**config.mk**
```make
export PLATFORM = sky130hd
export DESIGN_NAME = rbm_digit_mult
export DESIGN_NICKNAME = d
export VERILOG_FILES = /design/src/rtl/rbm_pkg.sv /design/src/rtl/rbm_ppg.sv /design/src/rtl/rbm_xor_tree.sv /design/src/rtl/rbm_acc.sv /design/src/rtl/rbm_digit_mult.sv
export SDC_FILE = /design/constraint.sdc
export NUM_CORES = 1
export LEC_CHECK = 0
export BUFFER_PORTS_ARGS = -buffer_cell sky130_fd_sc_hd__buf_2
export CAP_MARGIN = 20
export CORE_MARGIN = 2
export CORE_UTILIZATION = 45
export DETAILED_ROUTE_END_ITERATION = 8
export PLACE_DENSITY = 0.66
export RECOVER_POWER = 25
export SLEW_MARGIN = 20
export SYNTH_ARGS = -nofsm -noshare
export SYNTH_HDL_FRONTEND = slang
export SYNTH_HIERARCHICAL = 1
export SYNTH_SLANG_ARGS = --single-unit
```
**constraint.sdc**
```tcl
create_clock -name clk -period 1.67 [get_ports clk]
set_input_delay 0.334 -clock clk [delete_from_list [all_inputs] [get_ports clk]]
set_output_delay 0.334 -clock clk [all_outputs]
set_load 0.02 [all_outputs]
```
**src/rtl/rbm_pkg.sv**
```systemverilog
package rbm_pkg;

   // Side information travelling with each digit through the pipeline.
   typedef struct packed {
      logic vld;   // stage holds a live digit
      logic last;  // digit is the final one of the operand
   } rbm_tag_t;

   // Number of XOR tree levels needed to fold d vectors into one.
   function automatic int unsigned rbm_levels(input int unsigned d);
      int unsigned lv;
      lv = 0;
      while ((1 << lv) < d) lv++;
      return lv;
   endfunction

   // Cycles from the accepting edge to the rising edge of done.
   function automatic int unsigned rbm_latency(input int unsigned n, input int unsigned d,
                                               input bit and_reg, input bit tree_reg);
      return (n / d) + (and_reg ? 1 : 0) + (tree_reg ? rbm_levels(d) : 0);
   endfunction

endpackage

```
**src/rtl/rbm_ppg.sv**
```systemverilog
// Partial-product generation: D rotated copies of the running operand,
// each gated by one bit of the current digit. Optional output register.
module rbm_ppg
   import rbm_pkg::*;
#(
   parameter int unsigned N   = 16,
   parameter int unsigned D   = 2,
   parameter bit          REG = 1'b0
) (
   input  logic           clk,
   input  logic           rst_n,
   input  logic [N-1:0]   a_rot,
   input  logic [D-1:0]   digit,
   input  rbm_tag_t       tag_in,
   output logic [D*N-1:0] terms,
   output rbm_tag_t       tag_out
);

   logic [D*N-1:0] raw;

   // Copy j is the operand rotated left by j; rotation is wiring only.
   for (genvar j = 0; j < D; j++) begin : g_copy
      for (genvar i = 0; i < N; i++) begin : g_bit
         localparam int unsigned SRC = (i + N - j) % N;
         assign raw[j*N + i] = a_rot[SRC] & digit[j];
      end
   end

   if (REG) begin : g_reg
      always_ff @(posedge clk or negedge rst_n) begin
         if (!rst_n) begin
            terms   <= '0;
            tag_out <= '0;
         end else begin
            terms   <= raw;
            tag_out <= tag_in;
         end
      end
   end else begin : g_comb
      assign terms   = raw;
      assign tag_out = tag_in;
   end

   a_r8_tag_last_live: assert property (@(posedge clk) disable iff (!rst_n)
      tag_out.last |-> tag_out.vld);

endmodule

```
**src/rtl/rbm_xor_tree.sv**
```systemverilog
// Binary XOR reduction of D vectors, optionally registered after each level.
module rbm_xor_tree
   import rbm_pkg::*;
#(
   parameter int unsigned N   = 16,
   parameter int unsigned D   = 2,
   parameter bit          REG = 1'b0
) (
   input  logic           clk,
   input  logic           rst_n,
   input  logic [D*N-1:0] terms,
   input  rbm_tag_t       tag_in,
   output logic [N-1:0]   sum,
   output rbm_tag_t       tag_out
);

   localparam int unsigned LEVELS = rbm_levels(D);
   localparam int unsigned WIDE   = 1 << LEVELS;

   for (genvar lv = 0; lv <= LEVELS; lv++) begin : g_lv
      logic [WIDE*N-1:0] bus;
      rbm_tag_t          tag;

      if (lv == 0) begin : g_in
         assign bus = (WIDE*N)'(terms);
         assign tag = tag_in;
      end else begin : g_red
         localparam int unsigned PAIRS = WIDE >> lv;
         logic [WIDE*N-1:0] nxt;

         always_comb begin
            nxt = '0;
            for (int k = 0; k < int'(PAIRS); k++) begin
               nxt[k*N +: N] = g_lv[lv-1].bus[(2*k)*N +: N] ^
                               g_lv[lv-1].bus[(2*k+1)*N +: N];
            end
         end

         if (REG) begin : g_reg
            always_ff @(posedge clk or negedge rst_n) begin
               if (!rst_n) begin
                  bus <= '0;
                  tag <= '0;
               end else begin
                  bus <= nxt;
                  tag <= g_lv[lv-1].tag;
               end
            end
         end else begin : g_comb
            assign bus = nxt;
            assign tag = g_lv[lv-1].tag;
         end
      end
   end

   assign sum     = g_lv[LEVELS].bus[N-1:0];
   assign tag_out = g_lv[LEVELS].tag;

   a_r3_tree_last_live: assert property (@(posedge clk) disable iff (!rst_n)
      tag_out.last |-> tag_out.vld);

endmodule

```
**src/rtl/rbm_acc.sv**
```systemverilog
// Add-accumulate stage: XOR-folds each digit sum into the result.
module rbm_acc
   import rbm_pkg::*;
#(
   parameter int unsigned N = 16
) (
   input  logic         clk,
   input  logic         rst_n,
   input  logic         clr,
   input  logic [N-1:0] sum,
   input  rbm_tag_t     tag_in,
   output logic [N-1:0] acc,
   output logic         done
);

   always_ff @(posedge clk or negedge rst_n) begin
      if (!rst_n) begin
         acc  <= '0;
         done <= 1'b0;
      end else begin
         done <= tag_in.vld & tag_in.last;
         if (clr)             acc <= '0;
         else if (tag_in.vld) acc <= acc ^ sum;
      end
   end

   a_r3_done_single: assert property (@(posedge clk) disable iff (!rst_n)
      done |=> !done);

   // A live digit never coincides with a clear.
   a_r7_no_clear_clash: assert property (@(posedge clk) disable iff (!rst_n)
      clr |-> !tag_in.vld);

endmodule

```
**src/rtl/rbm_digit_mult.sv**
```systemverilog
module rbm_digit_mult
   import rbm_pkg::*;
#(
   parameter int unsigned N        = 16,
   parameter int unsigned D        = 2,
   parameter bit          AND_REG  = 1'b0,
   parameter bit          TREE_REG = 1'b0
) (
   input  logic         clk,
   input  logic         rst_n,
   input  logic         start,
   input  logic [N-1:0] a_in,
   input  logic [N-1:0] b_in,
   output logic         busy,
   output logic         done,
   output logic [N-1:0] p_out
);

   localparam int unsigned DIGITS = N / D;
   localparam int unsigned CW     = (DIGITS > 1) ? $clog2(DIGITS) : 1;
   localparam int unsigned LAT    = rbm_latency(N, D, AND_REG, TREE_REG);

   if (D == 0 || D > N || (N % D) != 0) begin : g_bad_digit
      $error("rbm_digit_mult: D must divide N and lie in 1..N");
   end
   if (LAT < 1) begin : g_bad_lat
      $error("rbm_digit_mult: latency must be at least one cycle");
   end

   logic [N-1:0]  a_rot_q, b_sh_q, a_rot_nx;
   logic [CW-1:0] cnt_q;
   logic          issue_q, busy_q, accept, final_dig, fin;
   rbm_tag_t      in_tag, pp_tag, sum_tag;
   logic [D*N-1:0] pp_terms;
   logic [N-1:0]   dig_sum;

   assign accept    = start & ~busy_q;
   assign final_dig = (cnt_q == CW'(DIGITS - 1));

   // Next digit's view of A: rotate left by D, pure wiring.
   for (genvar i = 0; i < N; i++) begin : g_rot
      localparam int unsigned SRC = (i + N - D) % N;
      assign a_rot_nx[i] = a_rot_q[SRC];
   end

   always_ff @(posedge clk or negedge rst_n) begin
      if (!rst_n) begin
         a_rot_q <= '0;
         b_sh_q  <= '0;
         cnt_q   <= '0;
         issue_q <= 1'b0;
      end else if (accept) begin
         a_rot_q <= a_in;
         b_sh_q  <= b_in;
         cnt_q   <= '0;
         issue_q <= 1'b1;
      end else if (issue_q) begin
         a_rot_q <= a_rot_nx;
         b_sh_q  <= b_sh_q >> D;
         cnt_q   <= cnt_q + 1'b1;
         if (final_dig) issue_q <= 1'b0;
      end
   end

   always_ff @(posedge clk or negedge rst_n) begin
      if (!rst_n)      busy_q <= 1'b0;
      else if (accept) busy_q <= 1'b1;
      else if (fin)    busy_q <= 1'b0;
   end

   assign in_tag.vld  = issue_q;
   assign in_tag.last = issue_q & final_dig;

   rbm_ppg #(.N(N), .D(D), .REG(AND_REG)) u_ppg (
      .clk    (clk),
      .rst_n  (rst_n),
      .a_rot  (a_rot_q),
      .digit  (b_sh_q[D-1:0]),
      .tag_in (in_tag),
      .terms  (pp_terms),
      .tag_out(pp_tag)
   );

   rbm_xor_tree #(.N(N), .D(D), .REG(TREE_REG)) u_tree (
      .clk    (clk),
      .rst_n  (rst_n),
      .terms  (pp_terms),
      .tag_in (pp_tag),
      .sum    (dig_sum),
      .tag_out(sum_tag)
   );

   assign fin = sum_tag.vld & sum_tag.last;

   rbm_acc #(.N(N)) u_acc (
      .clk   (clk),
      .rst_n (rst_n),
      .clr   (accept),
      .sum   (dig_sum),
      .tag_in(sum_tag),
      .acc   (p_out),
      .done  (done)
   );

   assign busy = busy_q;

   a_r4_busy_done_excl: assert property (@(posedge clk) disable iff (!rst_n)
      done |-> !busy);

   a_r4_busy_after_accept: assert property (@(posedge clk) disable iff (!rst_n)
      (start && !busy) |=> busy);

   a_r7_clear_on_start: assert property (@(posedge clk) disable iff (!rst_n)
      (start && !busy) |=> (p_out == '0));

   a_r6_idle_hold: assert property (@(posedge clk) disable iff (!rst_n)
      (!busy && !start) |=> $stable(p_out));

   a_r5_ignore_reload: assert property (@(posedge clk) disable iff (!rst_n)
      (start && busy && issue_q && !final_dig) |=> issue_q);

   a_r1_digit_bound: assert property (@(posedge clk) disable iff (!rst_n)
      issue_q |-> (cnt_q <= CW'(DIGITS - 1)));

endmodule

```
Yosys cells after proc, flatten, opt, wreduce, memory -nomap -nowiden:

Cells that the tools add are included.

* flip-flop bits (word level): 54
* output and inout bits: 18
* word-level logic and storage cells: 62

* equality and inequality tests: 1
* bitwise gates (word level): 38
* mux-type cells: 13
* $add $sub $neg: 1
* reduce and logical (&&, ||, !) cells: 2

Operators with widths (number)
* 16-bit 2-to-1 mux: 6
* 1-bit AND: 35
* 16-bit XOR: 2
* 3-bit 2-to-1 mux: 2
* 1-bit 2-to-1 mux: 5
* 2-bit nonzero test: 2
* 3-bit by 1-bit adder with 3-bit output, second input constant: 1
* 3-bit == test, second input constant: 1
* 1-bit NOT: 1

Longest topological paths before layout:

* depth in word-level cells: 5
* mapped depth: 7

By module:

Netlist, hierarchy kept.

By module, submodules not included
* rbm_digit_mult: instances 1, cells an instance 124, area an instance 2003.2 µm², seq. area each 925.9 µm²
* rbm_acc: instances 1, cells an instance 72, area an instance 892.1 µm², seq. area each 425.4 µm²
* rbm_ppg: instances 1, cells an instance 36, area an instance 256.5 µm², seq. area each 0.0 µm²
* rbm_xor_tree: instances 1, cells an instance 18, area an instance 155.1 µm², seq. area each 0.0 µm²

Worst setup path before layout:

No wires, ideal clock.

* path kind: reg2reg
* start: register busy_q, in the netlist busy
* end: register u_acc.acc[10]
* required time: 1.541 ns
* data arrival time: 1.518 ns
* path buffers: 4
* setup slack: 0.023 ns
* stages on the path, launching flop included: 8
* clock period less this slack: 1.647 ns
* path through: dfrtp_1 nand2b_1 buf_2 buf_4 inv_1 clkbuf_2 buf_2 a21oi_2

* word-level cells in the longest chain between the ends: 3
* elaborated cells between the ends (all ways): 4
* classes of those cells: mux (1); bitwise (2); reduce/logical (1)

Ends and longest elaborated chain
* start: declaration: RTL line rbm_digit_mult.sv:32 `logic issue_q, busy_q, accept, final_dig, fin;`
* start signal: assignment: RTL line rbm_digit_mult.sv:66 `if (!rst_n) busy_q <= 1'b0;`
* start signal: assignment: RTL line rbm_digit_mult.sv:67 `else if (accept) busy_q <= 1'b1;`
* start signal: assignment: RTL line rbm_digit_mult.sv:68 `else if (fin) busy_q <= 1'b0;`
* 1-bit NOT (*): RTL line rbm_digit_mult.sv:37 `assign accept = start & ~busy_q;`
* 1-bit AND (*): RTL line rbm_digit_mult.sv:37
* net accept: RTL line rbm_digit_mult.sv:32
* 16-bit 2-to-1 mux or 2-bit nonzero test (tied branches)
* end signal: assignment: RTL line rbm_acc.sv:23 `else if (tag_in.vld) acc <= acc ^ sum;`
* end: declaration: RTL line rbm_acc.sv:12 `output logic [N-1:0] acc,`

The timed path passes the listed nets; every way through them passes the cells marked *.
A chain may end at the register's enable or synchronous reset.

Final worst setup path:

* start: register b_sh_q[0]
* end: register u_acc.acc[9]

* word-level cells in the longest chain between the ends: 5

Ends and longest elaborated chain
* start: declaration: RTL line rbm_digit_mult.sv:30 `logic [N-1:0] a_rot_q, b_sh_q, a_rot_nx;`
* start signal: assignment: RTL line rbm_digit_mult.sv:54 `b_sh_q <= b_in;`
* start signal: assignment: RTL line rbm_digit_mult.sv:59 `b_sh_q <= b_sh_q >> D;`
* 1-bit AND: RTL line rbm_ppg.sv:25 `assign raw[j*N + i] = a_rot[SRC] & digit[j];`
* net pp_terms[9]: RTL line rbm_digit_mult.sv:34 `logic [D*N-1:0] pp_terms;`
* 16-bit XOR: RTL line rbm_xor_tree.sv:34 `nxt[k*N +: N] = g_lv[lv-1].bus[(2*k)*N +: N] ^`
* net dig_sum[9]: RTL line rbm_digit_mult.sv:35 `logic [N-1:0] dig_sum;`
* 16-bit XOR: RTL line rbm_acc.sv:23
* 16-bit 2-to-1 mux: RTL line rbm_acc.sv:23
* 16-bit 2-to-1 mux: RTL line rbm_acc.sv:22 `if (clr) acc <= '0;`

The timed path passes the listed nets, and every way through them passes these cells. The select of a mux whose other input is x is not followed.

==> qor.txt <==
die area - 8051 um^2
status - finished, final reports clean
post-route ant nets - 0
Clock Skew - 0.01004 ns
fin util - 51.04%
I/O Buffers - 52
starting density of the core - 46.09%
Met3 Routed Length - 254 um
clk sinks - 54
Tot Pwr - 5881 uW
Worst EP arrival - 1.66 ns
Final setup viols - 0
reg2reg end - u_acc/acc[9]$_DFFE_PN0P_
number of gates resized after CTS - 0
fmax - 708.8 MHz
share of cells above drive strength 1 - 52.53%
Peak VDD IR - 716.1 uV
Nets - 333
Worst slew margin - 65.91%
drt wl/cell - 14.04 um
metal1 wirelength - 2606 um
area grow syn2layout - 10.75%
H-tree depth - 2
Remaining Overflow, GRT - 0
Reg-to-Reg Start - b_sh_q[0]$_DFFE_PN0P_
hold endpoint - a_rot_q[7]$_DFFE_PN0P_
startpoint types - flop
P_leak - 0.001904 uW
register area share after synthesis - 40.86%
crit-path max FO - 17
hold_sp - a_in[7]
max-slew violation count - 0
total CTS buffers - 5
Final min period - 1.411 ns
Die Span Y - 89.73 um
initial antenna violation count - 0
syn_nets - 287
Period Utilization, post-route - 84.48%
Site Rows - 31
Clock Path Buffers - 2
core area - 7176 um^2
Synth Warn # - 6
FFs w/ async S/R, synth - 100.0%
CTS tree - built
latest clock arrival within the worst-skew pair - 0.31 ns
Post-Syn Area - 3307 um^2
Yosys cell types - 26
Synth Register Bits - 54
vias in the first global route - 1,938
hold-critical path depth - 2
Post-synth top flop - dfrtp_1
Die W - 89.73 um
Root Driver - clkbuf_8
Total Routing Usage GR - 14.48%
Synth Instances - 250
r2r setup slk - 0.26 ns
Reg2Reg Depth - 4
Max-cap violations - 0
total negative setup slack - 0 ns
Worst-Margin Slew - 0.5114 ns
placed wire-length estimate - 4002 um
RSZ-0062 raised after global routing - no
Hold Path Class - primary input to flop
Avg Cell Area, Syn - 13.23 um^2
CP endpoint kind - flop
final WL - 5561 um
worst setup path class - flop to flop
Cell Pwr Density - 1606 nW/um^2
I/O pin count - 53
first-pass GRT wire length - 9390 um
Clk pin slew, worst setup/hold paths - 0.09 ns
total iterations of the first detailed-routing run - 4
GP Congestion - 0.7642
routed vias - 1,913
Top Layer Used - met4
pin count of the biggest net entering global routing - 43
Worst EP required - 1.92 ns
ant diodes - 0
routed wl met2 - 2569 um
number of synthesized flops with an enable pin - 0
vias per cell - 4.831
DRT iter0 DRCs - 36
final hold vios - 0
DRC - 0
==> cell families (layout without fill, tap and decap cells) <==
logic type	Yosys count	after routing	synth area share, %
buf+inv	22	69	6.432
compound gates	34	34	8.853
mux	64	64	26.94
flops	54	54	40.86
simple gates	57	57	11.65
fa+ha+maj	2	2	0.7566
xor+xnor	17	17	4.502
==> repair_timing <==
| item | in CTS | in global routing |
|---|---|---|
| hold buffers | 1 | 0 |
| setup buffers | 0 | 0 |
| hold endpoints to repair | 16 | 0 |
| setup endpoints to repair | 0 | 0 |
==> how the worst max path moves through the flow <==
stage / start / to / slack, ns / cells past startpoint
after floorplan: busy$_DFFE_PN0P_ / u_acc/acc[10]$_DFFE_PN0P_ / 0.02 / 7
after global placement: issue_q$_DFF_PN0_ / a_rot_q[2]$_DFFE_PN0P_ / 0.32 / 3
after detailed placement: b_sh_q[1]$_DFFE_PN0P_ / u_acc/acc[9]$_DFFE_PN0P_ / 0.28 / 4
after CTS: b_sh_q[1]$_DFFE_PN0P_ / u_acc/acc[9]$_DFFE_PN0P_ / 0.22 / 4
after global routing: rst_n / issue_q$_DFF_PN0_ / 0.10 / 3
final: b_sh_q[0]$_DFFE_PN0P_ / u_acc/acc[9]$_DFFE_PN0P_ / 0.26 / 4
==> critical path: stages, from the launching register on <==
cell,delay (ns)
dfrtp_1,0.60
and2_1,0.22
xor2_1,0.26
nand3b_1,0.13
a21oi_2,0.15
==> state kept, by name (all words and copies together), names as in the netlist <==
register	flops
u_acc/acc	16
u_acc/done	1
a_rot_q	16
busy	1
cnt_q	3
issue_q	1
b_sh_q	16
==> cell usage after synthesis (3+ instances only) <==
master    count  area share, %
dfrtp_1      54             41
mux2_4       46             21
and2_1       19            3.6
mux2_2       16            5.4
nand3b_1     16            3.6
xor2_1       16            4.2
and2_2       15            3.4
a21bo_1      13            3.9
a21oi_2      11            2.9
buf_4         7            1.6
buf_6         6            2.0
a21oi_1       5           0.76
nor2_1        4           0.45
a21bo_2       3           0.91
==> layout by cell type (no fill, tap or decap), types with 3 or more instances in the layout <==
cell type  netlist  final
buf_12           2      3
buf_2            2     52
and2_1          19     19
xor2_1          16     16
mux2_2          16     16
a21bo_1         13     13
and2_2          15     15
a21oi_1          5      5
clkbuf_8         0      5
clkbuf_1         0      3
nor2_1           4      4
mux2_4          46     46
nand3b_1        16     16
a21bo_2          3      3
dfrtp_1         54     53
a21oi_2         11     11
==> per-stage QoR <==
| step | instances | hold WS, ns | area, um^2 | setup WS [ns] |
|---|---|---|---|---|
| global placement | 387 | 0.2995 | 3585 | 0.3194 |
| CTS | 396 | 0.2478 | 3675 | 0.2211 |
| floorplan | 250 | 0.03841 | 3307 | 0.02313 |
| global route | 396 | 0.2407 | 3662 | 0.1031 |
| detailed placement | 387 | 0.3014 | 3585 | 0.2773 |
| finish | 396 | 0.2541 | 3662 | 0.2591 |
==> power by group <==
part	switching, uW	internal [uW]
clock network	404	299
logic	1110	1740
registers	474	1850
==> cell type report <==
cell class                      instances  area [um^2]
Tap cell                               99        123.9
Fill cell                             641         3513
Multi-Input combinational cell        174         1745
Clock buffer                            8        80.08
Sequential cell                        54         1353
Timing Repair Buffer                   59        352.8
Inverter                                2        7.507
==> metal layers <==
layer | vias to the layer above | GRT usage [%]
li1 | 943 | -
met1 | 918 | 19.57
met2 | 41 | 22.41
met3 | 11 | 3.604
met4 | 0 | 5.897
met5 | - | 0
No activity file was read; power rests on OpenSTA's default activity.
